<file path="src/rtl/sram_lane_ctl_pkg.sv">
package sram_lane_ctl_pkg;

    localparam int unsigned LANE_W = 8;

    typedef enum logic [2:0] {
        ST_IDLE,
        ST_NULL,
        ST_RSETUP,
        ST_RACCESS,
        ST_WSETUP,
        ST_WPULSE,
        ST_WRECOVER
    } phase_e;

    typedef struct packed {
        logic ce_n;
        logic oe_n;
        logic we_n;
    } mem_ctl_t;

    function automatic int unsigned umax(input int unsigned a, input int unsigned b);
        return (a > b) ? a : b;
    endfunction

    function automatic int unsigned clocks_for(input int unsigned t_ps, input int unsigned per_ps);
        int unsigned n;
        n = (t_ps + per_ps - 1) / per_ps;
        return (n == 0) ? 1 : n;
    endfunction

endpackage

</file>
<file path="src/rtl/sram_phase_timer.sv">
module sram_phase_timer #(
    parameter int unsigned CNT_W = 4
) (
    input  logic             clk,
    input  logic             rst,
    input  logic             load,
    input  logic [CNT_W-1:0] load_val,
    output logic             last
);

    logic [CNT_W-1:0] cnt_q;

    always_ff @(posedge clk) begin
        if (rst) begin
            cnt_q <= '0;
        end else if (load) begin
            cnt_q <= load_val;
        end else if (cnt_q != '0) begin
            cnt_q <= cnt_q - 1'b1;
        end
    end

    assign last = (cnt_q == CNT_W'(1));

    // every phase is at least one clock long
    a_r7_nonzero_phase: assert property (@(posedge clk) disable iff (rst)
        load |-> (load_val != '0));

    // a running phase counts down by one per clock
    a_r7_count_down: assert property (@(posedge clk) disable iff (rst)
        (!load && cnt_q > CNT_W'(1)) |=> (cnt_q == $past(cnt_q) - 1'b1));

endmodule

</file>
<file path="src/rtl/sram_lane_unit.sv">
module sram_lane_unit #(
    parameter int unsigned LANES  = 2,
    parameter int unsigned LANE_W = 8
) (
    input  logic                    clk,
    input  logic                    rst,
    input  logic [LANES-1:0]        sel,
    input  logic                    strobe_on,
    input  logic                    capture,
    input  logic [LANES*LANE_W-1:0] dq_i,
    output logic [LANES-1:0]        lane_n,
    output logic [LANES*LANE_W-1:0] rdata
);

    logic [LANE_W-1:0] cap_q [LANES];

    for (genvar g = 0; g < LANES; g++) begin : g_lane
        assign lane_n[g] = !(strobe_on && sel[g]);
        assign rdata[g*LANE_W +: LANE_W] = cap_q[g];

        always_ff @(posedge clk) begin
            if (rst) begin
                cap_q[g] <= '0;
            end else if (capture) begin
                cap_q[g] <= sel[g] ? dq_i[g*LANE_W +: LANE_W] : '0;
            end
        end

        // an unselected lane captures zero
        a_r8_unselected_zero: assert property (@(posedge clk) disable iff (rst)
            (capture && !sel[g]) |=> (cap_q[g] == '0));
    end

endmodule

</file>
<file path="src/rtl/sram_lane_ctl.sv">
module sram_lane_ctl
    import sram_lane_ctl_pkg::*;
#(
    parameter int unsigned ADDR_W   = 18,
    parameter int unsigned DATA_W   = 16,
    parameter int unsigned CLK_PS   = 8000,
    parameter int unsigned T_AA_PS  = 10000,
    parameter int unsigned T_OE_PS  = 4000,
    parameter int unsigned T_RC_PS  = 10000,
    parameter int unsigned T_WC_PS  = 10000,
    parameter int unsigned T_WP_PS  = 8000,
    parameter int unsigned T_DS_PS  = 6000
) (
    input  logic              clk,
    input  logic              rst,
    input  logic              hold_we,
    input  logic              req,
    output logic              ready,
    input  logic              wr,
    input  logic [1:0]        be,
    input  logic [ADDR_W-1:0] addr,
    input  logic [DATA_W-1:0] wdata,
    output logic [DATA_W-1:0] rdata,
    output logic              rvalid,
    output logic [ADDR_W-1:0] mem_addr,
    output logic [DATA_W-1:0] mem_dq_o,
    input  logic [DATA_W-1:0] mem_dq_i,
    output logic              mem_dq_oe,
    output logic              mem_ce_n,
    output logic              mem_oe_n,
    output logic              mem_we_n,
    output logic              mem_ub_n,
    output logic              mem_lb_n
);

    localparam int unsigned LANES  = DATA_W / LANE_W;
    localparam int unsigned N_RD   = clocks_for(umax(umax(T_AA_PS, T_RC_PS), T_OE_PS), CLK_PS);
    localparam int unsigned N_WP   = clocks_for(umax(T_WP_PS, T_DS_PS), CLK_PS);
    localparam int unsigned N_WC   = clocks_for(T_WC_PS, CLK_PS);
    localparam int unsigned N_WR   = (N_WC > N_WP + 1) ? (N_WC - N_WP - 1) : 1;
    localparam int unsigned CNT_W  = $clog2(umax(N_RD, umax(N_WP, N_WR)) + 1);
    localparam logic [CNT_W-1:0] LD_RD = CNT_W'(N_RD);
    localparam logic [CNT_W-1:0] LD_WP = CNT_W'(N_WP);
    localparam logic [CNT_W-1:0] LD_WR = CNT_W'(N_WR);

    phase_e              st_q;
    logic                wr_q;
    logic [LANES-1:0]    be_q;
    logic [ADDR_W-1:0]   addr_q;
    logic [DATA_W-1:0]   wdata_q;
    logic                we_held_q;
    logic                rvalid_q;

    logic                t_load;
    logic [CNT_W-1:0]    t_val;
    logic                t_last;
    logic                lane_strobe;
    logic                capture;
    logic [LANES-1:0]    lane_n;
    logic                accept;
    logic                chain_write;
    mem_ctl_t            ctl;

    assign accept      = (st_q == ST_IDLE) && req;
    assign chain_write = req && wr && (be != '0) && hold_we;

    // phase timer control
    always_comb begin
        t_load = 1'b0;
        t_val  = LD_RD;
        case (st_q)
            ST_RSETUP: begin t_load = 1'b1; t_val = LD_RD; end
            ST_WSETUP: begin t_load = 1'b1; t_val = LD_WP; end
            ST_WPULSE: begin t_load = t_last; t_val = LD_WR; end
            default:   ;
        endcase
    end

    sram_phase_timer #(.CNT_W(CNT_W)) i_timer (
        .clk      (clk),
        .rst      (rst),
        .load     (t_load),
        .load_val (t_val),
        .last     (t_last)
    );

    always_ff @(posedge clk) begin
        if (rst) begin
            st_q      <= ST_IDLE;
            wr_q      <= 1'b0;
            be_q      <= '0;
            addr_q    <= '0;
            wdata_q   <= '0;
            we_held_q <= 1'b0;
            rvalid_q  <= 1'b0;
        end else begin
            rvalid_q <= 1'b0;
            case (st_q)
                ST_IDLE: begin
                    if (req) begin
                        wr_q    <= wr;
                        be_q    <= be;
                        addr_q  <= addr;
                        wdata_q <= wdata;
                        if (be == '0)  st_q <= ST_NULL;
                        else if (wr)   st_q <= ST_WSETUP;
                        else           st_q <= ST_RSETUP;
                    end
                    if (we_held_q && !chain_write) we_held_q <= 1'b0;
                end
                ST_NULL: begin
                    rvalid_q <= !wr_q;
                    st_q     <= ST_IDLE;
                end
                ST_RSETUP:  st_q <= ST_RACCESS;
                ST_RACCESS: begin
                    if (t_last) begin
                        rvalid_q <= 1'b1;
                        st_q     <= ST_IDLE;
                    end
                end
                ST_WSETUP:  st_q <= ST_WPULSE;
                ST_WPULSE: begin
                    if (t_last) begin
                        we_held_q <= hold_we;
                        st_q      <= ST_WRECOVER;
                    end
                end
                ST_WRECOVER: begin
                    if (t_last) st_q <= ST_IDLE;
                end
                default: st_q <= ST_IDLE;
            endcase
        end
    end

    // memory-side control decode
    always_comb begin
        ctl.ce_n = !((st_q inside {ST_RSETUP, ST_RACCESS, ST_WSETUP, ST_WPULSE, ST_WRECOVER})
                     || (st_q == ST_IDLE && we_held_q));
        ctl.oe_n = !(st_q == ST_RACCESS);
        ctl.we_n = !((st_q == ST_WPULSE)
                     || (we_held_q && (st_q inside {ST_IDLE, ST_WSETUP, ST_WRECOVER})));
    end

    assign lane_strobe = (st_q == ST_RACCESS) || (st_q == ST_WPULSE);
    assign capture     = ((st_q == ST_RACCESS) && t_last) || (st_q == ST_NULL);

    sram_lane_unit #(.LANES(LANES), .LANE_W(LANE_W)) i_lanes (
        .clk       (clk),
        .rst       (rst),
        .sel       (be_q),
        .strobe_on (lane_strobe),
        .capture   (capture),
        .dq_i      (mem_dq_i),
        .lane_n    (lane_n),
        .rdata     (rdata)
    );

    assign ready     = (st_q == ST_IDLE);
    assign rvalid    = rvalid_q;
    assign mem_addr  = addr_q;
    assign mem_dq_o  = wdata_q;
    assign mem_dq_oe = st_q inside {ST_WSETUP, ST_WPULSE, ST_WRECOVER};
    assign mem_ce_n  = ctl.ce_n;
    assign mem_oe_n  = ctl.oe_n;
    assign mem_we_n  = ctl.we_n;
    assign mem_ub_n  = lane_n[LANES-1];
    assign mem_lb_n  = lane_n[0];

    logic wr_window;
    assign wr_window = !mem_ce_n && !mem_we_n && (!mem_ub_n || !mem_lb_n);

    a_r3_read_not_write: assert property (@(posedge clk) disable iff (rst)
        !mem_oe_n |-> mem_we_n);

    a_r4_window_driven: assert property (@(posedge clk) disable iff (rst)
        wr_window |-> mem_dq_oe);

    a_r4_window_stable: assert property (@(posedge clk) disable iff (rst)
        (wr_window && $past(wr_window)) |-> ($stable(mem_addr) && $stable(mem_dq_o)));

    a_r5_no_contention: assert property (@(posedge clk) disable iff (rst)
        !mem_oe_n |-> (!mem_dq_oe && !$past(mem_dq_oe)));

    a_r6_rvalid_pulse: assert property (@(posedge clk) disable iff (rst)
        rvalid |=> !rvalid);

    a_r9_null_no_select: assert property (@(posedge clk) disable iff (rst)
        (accept && be == '0) |=> mem_ce_n);

    a_r10_busy_after_accept: assert property (@(posedge clk) disable iff (rst)
        accept |=> !ready);

endmodule

</file>
<file path="config.mk">
export PLATFORM = sky130hd
export DESIGN_NAME = sram_lane_ctl
export DESIGN_NICKNAME = d
export VERILOG_FILES = /design/src/rtl/sram_lane_ctl_pkg.sv /design/src/rtl/sram_phase_timer.sv /design/src/rtl/sram_lane_unit.sv /design/src/rtl/sram_lane_ctl.sv
export SDC_FILE = /design/constraint.sdc
export NUM_CORES = 1
export LEC_CHECK = 0
export BUFFER_PORTS_ARGS = -buffer_cell sky130_fd_sc_hd__buf_2
export CORE_ASPECT_RATIO = 1.1
export CORE_MARGIN = 2
export CORE_UTILIZATION = 46
export DETAILED_ROUTE_END_ITERATION = 10
export GPL_ROUTABILITY_DRIVEN = 0
export PLACE_DENSITY_LB_ADDON = 0.2
export SLEW_MARGIN = 30
export SYNTH_ARGS = -nofsm -noshare
export SYNTH_HDL_FRONTEND = slang
export SYNTH_SLANG_ARGS = --single-unit
</file>
<file path="constraint.sdc">
create_clock -name clk -period 2.5 [get_ports clk]
set_input_delay 0.625 -clock clk [delete_from_list [all_inputs] [get_ports clk]]
set_output_delay 0.625 -clock clk [all_outputs]
set_load 0.01 [all_outputs]
</file>
======== Yosys cells after proc, flatten, opt, wreduce, memory -nomap -nowiden ========
Memories as Yosys holds them, arrays and structs flattened.
Cells that the tools add are included.
cells by class
  $add $sub $neg .......................... 1
  equal/unequal tests ..................... 11
  muxes and demuxes ....................... 24
  bitwise logic cells ..................... 2
  reductions and logical operators ........ 35
operator list
  cell                   number
  $mux W8                4
  $mux W3                5
  $pmux W3 S5            1
  $eq A3 B3 Y1 const B   3
  $logic_and A1 B1 Y1    9
  $mux W1                8
  $reduce_bool A2 Y1     4
  $logic_not A1 Y1       7
  $eq A3 B2 Y1 const B   2
  $mux W2                3
  $pmux W1 S2            3
  $reduce_and A3 Y1      2
  $reduce_bool A3 Y1     2
  $reduce_or A2 Y1       3
  $reduce_bool A5 Y1     1
  $logic_or A1 B1 Y1     4
  $ne A2 B1 Y1 const B   2
  $ne A2 B2 Y1 const B   2
  $eq A3 B1 Y1 const B   1
  $logic_not A3 Y1       1
  $eq A2 B1 Y1 const B   1
  $logic_not A2 Y1       1
  $or A1 B1 Y1           2
  $reduce_and A2 Y1      1
  $sub A2 B1 Y2 const B  1
word-level totals
  flip-flop bits (word level) ............. 44
  bits in writable memories ............... 16
  input bits .............................. 57
  output and inout bits ................... 58
  word-level logic and storage cells ...... 82
  memories kept ........................... 1
memory list
  memory         words  width  read ports  clocked after Yosys merged registers in  write ports  line                  RTL
  i_lanes.cap_q  2      8      2           0                                        2            sram_lane_unit.sv:15  logic [LANE_W-1:0] cap_q [LANES];

======== Logic depth before layout (Yosys ltp) ========
  depth after elaboration ................. 7
  gate-level depth with buffers ........... 6
  gate-level depth less buffers ........... 5

======== By module ========
Synthesis repeated with hierarchy kept, for this count alone.
unflattened totals
  cells, all modules ...................... 278
  area total of the unflattened synthesis .. 2613.8 µm²
by module, submodules not included
  module            instances  cells an instance  area an instance (µm²)
  sram_lane_ctl     1          227                1796.7
  sram_lane_unit    1          37                 685.7
  sram_phase_timer  1          14                 131.4

======== Worst setup path after synthesis ========
OpenSTA, ideal clock, no wires.
  path kind ............................... register to register
  from .................................... register i_timer.cnt_q[0]
  to ...................................... memory i_lanes.cap_q[0][0], enable pin
  arrival ................................. 1.868 ns
  required time ........................... 2.089 ns
  setup slack ............................. 0.221 ns
  cell stages (with the launch flop) ...... 4
  path buffers ............................ 0
  clock period less this slack ............ 2.279 ns
  cell sequence ........................... dfxtp_1 -> ha_1 -> nor2b_1 -> o21ai_0
RTL lines
  element                   line                    RTL
  start: declaration        sram_phase_timer.sv:11  logic [CNT_W-1:0] cnt_q;
  start signal: assignment  sram_phase_timer.sv:17  cnt_q <= load_val;
  start signal: assignment  sram_phase_timer.sv:19  cnt_q <= cnt_q - 1'b1;
  end: declaration          sram_lane_unit.sv:15

======== Final worst setup path ========
  from .................................... register st_q[0]
  to ...................................... output port mem_ce_n
between the ends
  longest elaborated chain between the ends .. 4
  elaborated cells on any way between the ends .. 10
ends and longest elaborated chain
  element                                                           line                                        RTL
  start: declaration                                                sram_lane_ctl.sv:46                         phase_e st_q;
  start signal: assignment                                          sram_lane_ctl.sv:89                         st_q <= ST_IDLE;
  start signal: assignment                                          sram_lane_ctl.sv:105                        if (be == '0) st_q <= ST_NULL;
  start signal: assignment                                          sram_lane_ctl.sv:106                        else if (wr) st_q <= ST_WSETUP;
  $eq A3 B2 Y1 (tied with other cells)                              sram_lane_ctl.sv:139                        ctl.ce_n = !((st_q inside {ST_RSETUP, ST_RACCESS, ST_WSETUP, ST_WPULSE, ST_WRECOVER})
  $reduce_bool A5 Y1 / $logic_and A1 B1 Y1 (equally long branches)  sram_lane_ctl.sv:139, sram_lane_ctl.sv:140
  $logic_or A1 B1 Y1 (*)                                            sram_lane_ctl.sv:140                        || (st_q == ST_IDLE && we_held_q));
  $logic_not A1 Y1 (*)                                              sram_lane_ctl.sv:139
  end: declaration                                                  sram_lane_ctl.sv:29                         output logic mem_ce_n,
Every way passes the cells marked *; elsewhere a longest branch is shown, timed or not.

==> summary.md <==
| Metric | Value |
|---|---|
| Status | finished, final reports clean |
| I/O pins | 115 |
| Die span in y | 80.7 um |
| Worst R2R Start | st_q[0] |
| Synth area leaders | dfxtp_1 36%, edfxtp_1 20%, nand2_1 12%, a21oi_1 8.6%, and2_1 4.1% |
| Post-CTS setup buffer count | 0 |
| Max-slew headroom | 60.5% |
| Largest net degree at the start of global routing | 38 |
| Yosys Warn Count | 0 |
| GRT Overall Usage | 18.7% |
| Port Buffers | 114 |
| Via count | 2143 |
| Global Route met3 Usage | 4.39% |
| Die width | 73.7 um |
| Vias in the first global route | 2018 |
| Commonest cells in the synthesized netlist | 78 x nand2_1, 44 x dfxtp_1, 42 x a21oi_1 |
| Sequential cell area | between 0.001 and 0.0015 sq mm |
| Area leader, netlist | dfxtp_1 |
| Fin. max-slew vios | 0 |
| Reg clk slew, reported paths | approximately 0.06 ns |
| Met2 Use GR | between 30 and 40% |
| Congestion Overflow GR | 0 |
| Seq cells post-synth | 60 |
| Core area | 0.00507 sq mm |
| CP arrival | 1.70 ns |
| Hold Buf Count CTS | 0 |
| 1st-pass router iterations | 4 |
| Final Hold Vio Count | 0 |
| Final setup vio count | 0 |
| WP data required | 1.88 ns |
| Worst-skew pair later-pin latency | 0.33 ns |
| Syn Area/Cell | 9.34 sq um |
| Mean routed wirelength per cell | 12.4 um |
| First-pass GRT wire length | 8530 um |
| Die area | 0.00594 sq mm |
| Row cnt | 27 |
| Starting density of the core | 48.5% |
| Setup TNS | 0 ns |
| Power Density | 736 mW/mm^2 |
| Syn_nets | 322 |
| Worst-Margin Slew | 0.592 ns |
| Crit. End Element | primary output |
| DRC | 0 |
| Drt total wl | approximately 5400 um |
| CTS Root Buffer Type | clkbuf_8 |
| Worst setup path startpoint | st_q[0] |
| Max_cap viols | 0 |
| Hold/Removal Path Class | register to register |
| Antenna diode instance count | 0 |
| Final min period | 2.33 ns |
| Worst IR Drop VDD | 0.497 mV |
| Drt via density | 4.89 |
| Top cell type's share of synthesized area | about 36% |
| Met1 usage | 20.3% |
| Nets | 434 |
| Skew final | 0.00631 ns |
| Post-synth cell types | 36 |
| WS Path Type | register to primary output |
| Final HPWL DP | 3830 um |
| RSZ-0062 raised after global routing | no |
| Achievable Freq | 0.430 GHz |
| Fill count | ~500 |
| ANT nets after route | 0 |
| Mapped Cells | 263 |
| Post-CTS Resized | 0 |
| GR peak layer | met2 |
| Final Cell Area | 0.00316 sq mm |
| Crit share post-route | 93.0% |
| Num Clock Sinks | 60 |
| Share of cells above drive strength 1 | between 30% and 40% |
| Hold Crit Start | mem_addr[12] |
| H-tree levels | 3 |
| Drt initial violations | 48 |
| Leak | 1.46 nW |
| Top FF cell, synth | dfxtp_1 |
| Netlist Area Pre-Place | 0.00246 sq mm |
| Seq/Total Area, Yosys | 55.4% |
| Max clock buf depth | 2 |
| CTS tree | yes |
| CTS Buf Count | 9 |
| Post-synth EDFFs | 16 |
| Placed cell area | 0.00300 sq mm |
| Top-count cell post-synth | nand2_1 |
| Multi-input logic area | 943 sq um |
| Ys async rst share | 0% |
| Crit Path Max Fanout | 15 |
| Area delta synth->final | 28.5% |
| Initial antenna violation count | 0 |
| Startpoint Class | register |
path summary, 6_finish.rpt:
check,endpoint,slack [ns],cells after the start
setup / recovery,mem_ce_n,0.17,4
hold / removal,mem_addr[12],0.45,2
setup reg to reg,i_lanes.cap_q[0][2],0.73,3
hold reg to reg,mem_addr[12],0.45,2
stage by stage:
step	worst slack [ns]	total power (W)	cells	util, %	hold slack (ns)
2_1_floorplan	0.221	0.00150	263	-	0.434
3_5_place_dp	0.551	0.00165	422	59.3	0.443
4_1_cts	0.179	0.00236	438	62.3	0.453
5_1_grt	0.0548	0.00246	438	62.3	0.467
6_report	0.174	0.00233	438	62.3	0.450
3_3_place_gp	0.632	0.00164	422	59.3	0.439
worst max-delay path, cell delays in order (launching register included):
cell and delay, ns:
dfxtp_1 0.66, inv_1 0.21, a21o_1 0.19, o21ai_0 0.15
buf_2 0.16
state kept, by name, indices dropped and copies added (netlist names):
| name | flops |
|---|---|
| mem_dq_o | 16 |
| rvalid | 1 |
| we_held_q | 1 |
| be_q | 2 |
| i_timer.cnt_q | 2 |
| mem_addr | 18 |
| st_q | 3 |
| i_lanes.cap_q | 16 |
| wr_q | 1 |
layout make-up:
cell class                      count  share of cell area, %
Clock buffer                       13                   4.40
Multi-Input combinational cell    179                   29.9
Sequential cell                    60                   43.1
Inverter                            7                  0.832
Clock inverter                      3                  0.475
Tap cell                           58                   2.30
Timing Repair Buffer              118                   19.0
where the power goes:
part,internal (W),switching [W],leakage (nW)
Sequential,0.00109,0.0000596,0.529
Combinational,0.000207,0.000270,0.847
Clock,0.000356,0.000342,0.0812
cells in the final DEF (no fill, tap or decap), types with 2 or more instances in the layout:
master / count
a21oi_1: 42
a31oi_1: 3
nand2b_1: 3
a21o_1: 2
dfxtp_1: 44
clkbuf_8: 9
clkbuf_1: 4
nor4b_2: 2
nor2_1: 4
clkinv_2: 3
and2_1: 16
a211oi_1: 2
nand2_1: 78
nand3_1: 3
buf_2: 114
nor2b_1: 2
or3_1: 2
o21ai_0: 2
inv_1: 7
edfxtp_1: 16
buf_4: 4
ha_1: 2
cell families (layout without fill, tap and decap cells):
| kind of cell | Yosys count | after routing | share of synthesized area [%] |
|---|---|---|---|
| adder cells (fa/ha/maj) | 2 | 2 | 1.02 |
| buffers and inverters | 24 | 141 | 6.21 |
| multiplexers | 1 | 1 | 0.407 |
| AND/OR/NAND/NOR | 117 | 117 | 23.3 |
| XOR/XNOR | 2 | 2 | 0.713 |
| AO/OA/AOI/OAI | 57 | 57 | 12.9 |
| flip-flops | 60 | 60 | 55.4 |
layer usage:
metal | wire [um] | vias to the layer above | share of wire (%)
met3 | 361 | 10 | 6.7
met5 | 0 | - | 0
met2 | 2680 | 77 | 50
met1 | 2280 | 952 | 42
met4 | 93 | 0 | 1.7
li1 | - | 1104 | -
Power figures use the tool's default switching activity.
